<file path="config.mk">
export PLATFORM = sky130hd
export DESIGN_NAME = mon_guard
export DESIGN_NICKNAME = d
export VERILOG_FILES = /design/src/rtl/mon_guard_pkg.sv /design/src/rtl/mg_win_chk.sv /design/src/rtl/mg_evt_src.sv /design/src/rtl/mg_cause_reg.sv /design/src/rtl/mg_nmi_gate.sv /design/src/rtl/mon_guard.sv
export SDC_FILE = /design/constraint.sdc
export NUM_CORES = 1
export LEC_CHECK = 0
export CAP_MARGIN = 20
export CORE_AREA = 2 2 39 41
export CTS_CLUSTER_SIZE = 30
export DETAILED_ROUTE_END_ITERATION = 16
export DIE_AREA = 0 0 41 43
export DONT_BUFFER_PORTS = 1
export GPL_ROUTABILITY_DRIVEN = 0
export SYNTH_ARGS = -nofsm -noshare
export SYNTH_HDL_FRONTEND = slang
export SYNTH_HIERARCHICAL = 1
export SYNTH_SLANG_ARGS = --single-unit
</file>
<file path="constraint.sdc">
create_clock -name clk -period 1.2 [get_ports clk]
set_clock_uncertainty 0.1 [all_clocks]
set_input_delay 0.18 -clock clk [delete_from_list [all_inputs] [get_ports clk]]
set_output_delay 0.18 -clock clk [all_outputs]
set_load 0.005 [all_outputs]
</file>
<file path="src/rtl/mon_guard_pkg.sv">
package mon_guard_pkg;
  localparam int NUM_CAUSE = 3;
  localparam int CAUSE_USR = 0;
  localparam int CAUSE_BRK = 1;
  localparam int CAUSE_VIO = 2;

  // Inclusive base, exclusive limit; operands widened so the limit may equal 2**ADDR_W
  function automatic logic addr_in_window(input logic [32:0] addr,
                                          input logic [32:0] base,
                                          input logic [32:0] limit);
    return (addr >= base) && (addr < limit);
  endfunction
endpackage

</file>
<file path="src/rtl/mg_win_chk.sv">
module mg_win_chk #(
  parameter int          ADDR_W    = 16,
  parameter int unsigned WIN_BASE  = 32'h8000,
  parameter int unsigned WIN_LIMIT = 32'hB800
) (
  input  logic [ADDR_W-1:0] addr,
  input  logic              wr,
  input  logic              valid,
  input  logic              mon_mode,
  output logic              in_win,
  output logic              viol,
  output logic              wr_en_q
);
  import mon_guard_pkg::*;
  localparam logic [32:0] BASE_X  = {1'b0, WIN_BASE};
  localparam logic [32:0] LIMIT_X = {1'b0, WIN_LIMIT};

  logic [32:0] addr_x;
  logic        wr_cycle;

  always_comb begin
    addr_x   = 33'(addr);
    in_win   = addr_in_window(addr_x, BASE_X, LIMIT_X);
    wr_cycle = valid && wr;
    viol     = wr_cycle && !mon_mode && in_win;
    wr_en_q  = wr_cycle && !viol;
  end
endmodule

</file>
<file path="src/rtl/mg_evt_src.sv">
module mg_evt_src #(
  parameter int NUM_CAUSE = 3
) (
  input  logic                 clk,
  input  logic                 rst_n,
  input  logic                 usr_nmi,
  input  logic                 brk_req,
  input  logic                 viol,
  output logic                 usr_rise,
  output logic [NUM_CAUSE-1:0] set_vec
);
  import mon_guard_pkg::*;
  logic usr_nmi_d;

  always_ff @(posedge clk or negedge rst_n) begin
    if (!rst_n) usr_nmi_d <= 1'b0;
    else        usr_nmi_d <= usr_nmi;
  end

  always_comb begin
    usr_rise           = usr_nmi && !usr_nmi_d;
    set_vec            = '0;
    set_vec[CAUSE_USR] = usr_rise;
    set_vec[CAUSE_BRK] = brk_req;
    set_vec[CAUSE_VIO] = viol;
  end
endmodule

</file>
<file path="src/rtl/mg_cause_reg.sv">
module mg_cause_reg #(
  parameter int NUM_CAUSE = 3
) (
  input  logic                 clk,
  input  logic                 rst_n,
  input  logic [NUM_CAUSE-1:0] set_vec,
  input  logic                 rd_clr,
  input  logic                 w1c,
  input  logic [NUM_CAUSE-1:0] w1c_mask,
  output logic [NUM_CAUSE-1:0] cause_q
);
  for (genvar i = 0; i < NUM_CAUSE; i++) begin : g_bit
    logic clr_i;
    assign clr_i = rd_clr || (w1c && w1c_mask[i]);
    always_ff @(posedge clk or negedge rst_n) begin
      if (!rst_n)          cause_q[i] <= 1'b0;
      else if (set_vec[i]) cause_q[i] <= 1'b1;
      else if (clr_i)      cause_q[i] <= 1'b0;
    end
  end
endmodule

</file>
<file path="src/rtl/mg_nmi_gate.sv">
module mg_nmi_gate #(
  parameter int NUM_CAUSE = 3
) (
  input  logic [NUM_CAUSE-1:0] pend,
  input  logic                 mon_mode,
  output logic                 nmi
);
  assign nmi = (|pend) && !mon_mode;
endmodule

</file>
<file path="src/rtl/mon_guard.sv">
module mon_guard #(
  parameter int          ADDR_W    = 16,
  parameter int unsigned WIN_BASE  = 32'h8000,
  parameter int unsigned WIN_LIMIT = 32'hB800
) (
  input  logic              clk,
  input  logic              rst_n,
  input  logic [ADDR_W-1:0] bus_addr,
  input  logic              bus_wr,
  input  logic              bus_valid,
  input  logic              mon_mode,
  input  logic              usr_nmi,
  input  logic              brk_req,
  input  logic              cause_rd,
  input  logic              cause_w1c,
  input  logic [2:0]        w1c_mask,
  output logic              wr_en_q,
  output logic              nmi_req,
  output logic [2:0]        cause_q
);
  import mon_guard_pkg::*;

  logic                 in_win;
  logic                 viol;
  logic                 usr_rise;
  logic [NUM_CAUSE-1:0] set_vec;

  mg_win_chk #(.ADDR_W(ADDR_W), .WIN_BASE(WIN_BASE), .WIN_LIMIT(WIN_LIMIT)) u_win (
    .addr(bus_addr), .wr(bus_wr), .valid(bus_valid), .mon_mode(mon_mode),
    .in_win(in_win), .viol(viol), .wr_en_q(wr_en_q)
  );

  mg_evt_src #(.NUM_CAUSE(NUM_CAUSE)) u_src (
    .clk(clk), .rst_n(rst_n), .usr_nmi(usr_nmi), .brk_req(brk_req),
    .viol(viol), .usr_rise(usr_rise), .set_vec(set_vec)
  );

  mg_cause_reg #(.NUM_CAUSE(NUM_CAUSE)) u_cause (
    .clk(clk), .rst_n(rst_n), .set_vec(set_vec), .rd_clr(cause_rd),
    .w1c(cause_w1c), .w1c_mask(w1c_mask), .cause_q(cause_q)
  );

  mg_nmi_gate #(.NUM_CAUSE(NUM_CAUSE)) u_gate (
    .pend(cause_q), .mon_mode(mon_mode), .nmi(nmi_req)
  );
endmodule

</file>
==> run summary <==
Multi-input gate area: 104 um^2
Arrival @ worst endpoint: 0.90 ns
Worst EP required: 0.92 ns
Wire per inst: 12.2 um
GRT Total Usage: 7.37%
Rel. slew slack: 87.8%
Final design utilization: 20.3%
Final Setup Violations: 0
Via count: 172
Die X: 41 um
Buf+Inv Stages, Crit Path: 0
Endpoints failing hold: 0
Skew-Pair Late Insertion Delay: 0.23 ns
Via density: 4.20
Clock Tree Root: clkbuf_4
DR WL met2: 274 um
Min-Delay Path Class: in -> reg
Ys Warns: 6
Die area: 1760 um^2
Initial antenna violation count: 0
Cts bufs inserted: 3
Outcome: completed
DR iter-0 viols: 0
Fin nets: 55
Worst-path cell chain: nor3_2 -> nor2_1
Vias in the first global route: 185
Critical path class: reg -> out
Fraction of layout instances using a drive strength above 1: 24.0%
Power Density: 1250 nW/um^2
Commonest non-fill, non-tap cells in the layout: nand2_1 (4), dfrtp_1 (4), clkbuf_4 (3), dlygate4sd3_1 (3), a31o_1 (3)
Nature of the critical path startpoint: flop
Placed instance area: 223 um^2
RSZ-0062 raised after global routing: yes
Core box area: 1380 um^2
Row cnt: 14
CTS tree: built
Met1 WL: 150 um
Post-route ant nets: 0
CTS Buffer Depth: 2
Max Slew Vio Count: 0
Worst Max-Slew Pin Slew: 0.182 ns
Synthesized area: 225 um^2
Sink Count: 4
CP peak stage delay: 0.41 ns
Routed wire length: 502 um
Crit. End Element: output pin
Post-route cell area: 280 um^2
Worst-path clk slew: 0.04 ns
Starting density of the core: 16.3%
Peak supply drop: 373 uV
# diodes: 0
Part of the cycle the worst path needs: 98.3%
Pre-Repair DR Iteration Count: 1
IO Pins: 33
Max Clk Rate: 848 MHz
Fill cells: 153
Mean Syn Cell Area: 10.2 um^2
DR WL met3: 77 um
First-pass GRT wire length: 752 um
Worst-path maximum fanout: 3
Max-Cap Viols: 0
Highest routed layer: met3
Layout area overhead: 24.4%
Residual DRC count: 0
Largest net degree at the start of global routing: 5
IO buf count: 0
Global route overflow: 0
Fin crit period: 1.18 ns
Mapped Cells: 22
Storage cell area: 100 um^2
Vert. Die Dim: 43 um
H-tree Lvls: 1
Leakage: 0.124 nW
Post-Syn Nets: 50
Family with the most delay on the worst path: flip-flops
CP max-delay cell: dfrtp_1
final cells by class:
| class | instances | share of cell area, % |
|---|---|---|
| multi-input cells | 14 | 37.1 |
| well taps | 16 | 7.14 |
| repair buffers | 3 | 10.7 |
| clock buffers | 3 | 8.04 |
| flip-flops and latches | 4 | 35.7 |
| inverters | 1 | 1.34 |
state kept, by name, indices dropped and copies added, names as in the netlist:
name	cells
u_cause/cause_q	3
u_src/usr_nmi_d	1
repair_timing:
action,4_1_cts,5_1_grt
hold buffers,3,0
buffers inserted,0,0
resized for setup,1,0
pin swaps,0,0
setup endpoints to repair,1,1
endpoints found under the hold margin,6,0
report_power, final:
part | switching, W | total (W) | internal (W)
Sequential | 0.00000882 | 0.000153 | 0.000144
Combinational | 0.0000142 | 0.0000356 | 0.0000214
Clock | 0.0000503 | 0.000162 | 0.000112
metal layers:
metal / up-vias / track usage, %
li1: 80 / -
met5: - / 0
met2: 14 / 10.6
met4: 0 / 8.00
met3: 0 / 6.28
met1: 78 / 4.92
metrics by stage:
stage | instances | power [W] | TNS (ns) | setup slack [ns] | hold slack [ns]
floorplan | 22 | 0.000179 | 0 | 0.129 | -0.216
global placement | 35 | 0.000178 | 0 | 0.130 | -0.215
detailed placement | 35 | 0.000179 | 0 | 0.131 | -0.215
CTS | 41 | 0.000362 | -0.00957 | -0.00957 | 0.0532
global route | 41 | 0.000381 | -0.0556 | -0.0556 | 0.0545
finish | 41 | 0.000350 | 0 | 0.0210 | 0.0635
worst paths after layout:
path | start | endpoint | slack, ns | cells past startpoint
min | w1c_mask[1] | u_cause/cause_q[1]$_DFFE_PN0P_ | 0.06 | 2
max in group asynchronous | rst_n | u_cause/cause_q[0]$_DFFE_PN0P_ | 0.72 | 1
min in group asynchronous | rst_n | u_cause/cause_q[2]$_DFFE_PN0P_ | 0.12 | 1
max | u_cause/cause_q[1]$_DFFE_PN0P_ | nmi_req | 0.02 | 2
min reg2reg | u_cause/cause_q[2]$_DFFE_PN0P_ | u_cause/cause_q[2]$_DFFE_PN0P_ | 0.48 | 1
max reg2reg | u_cause/cause_q[1]$_DFFE_PN0P_ | u_cause/cause_q[1]$_DFFE_PN0P_ | 0.36 | 1
Note: power is estimated with default switching activity, not from simulation.
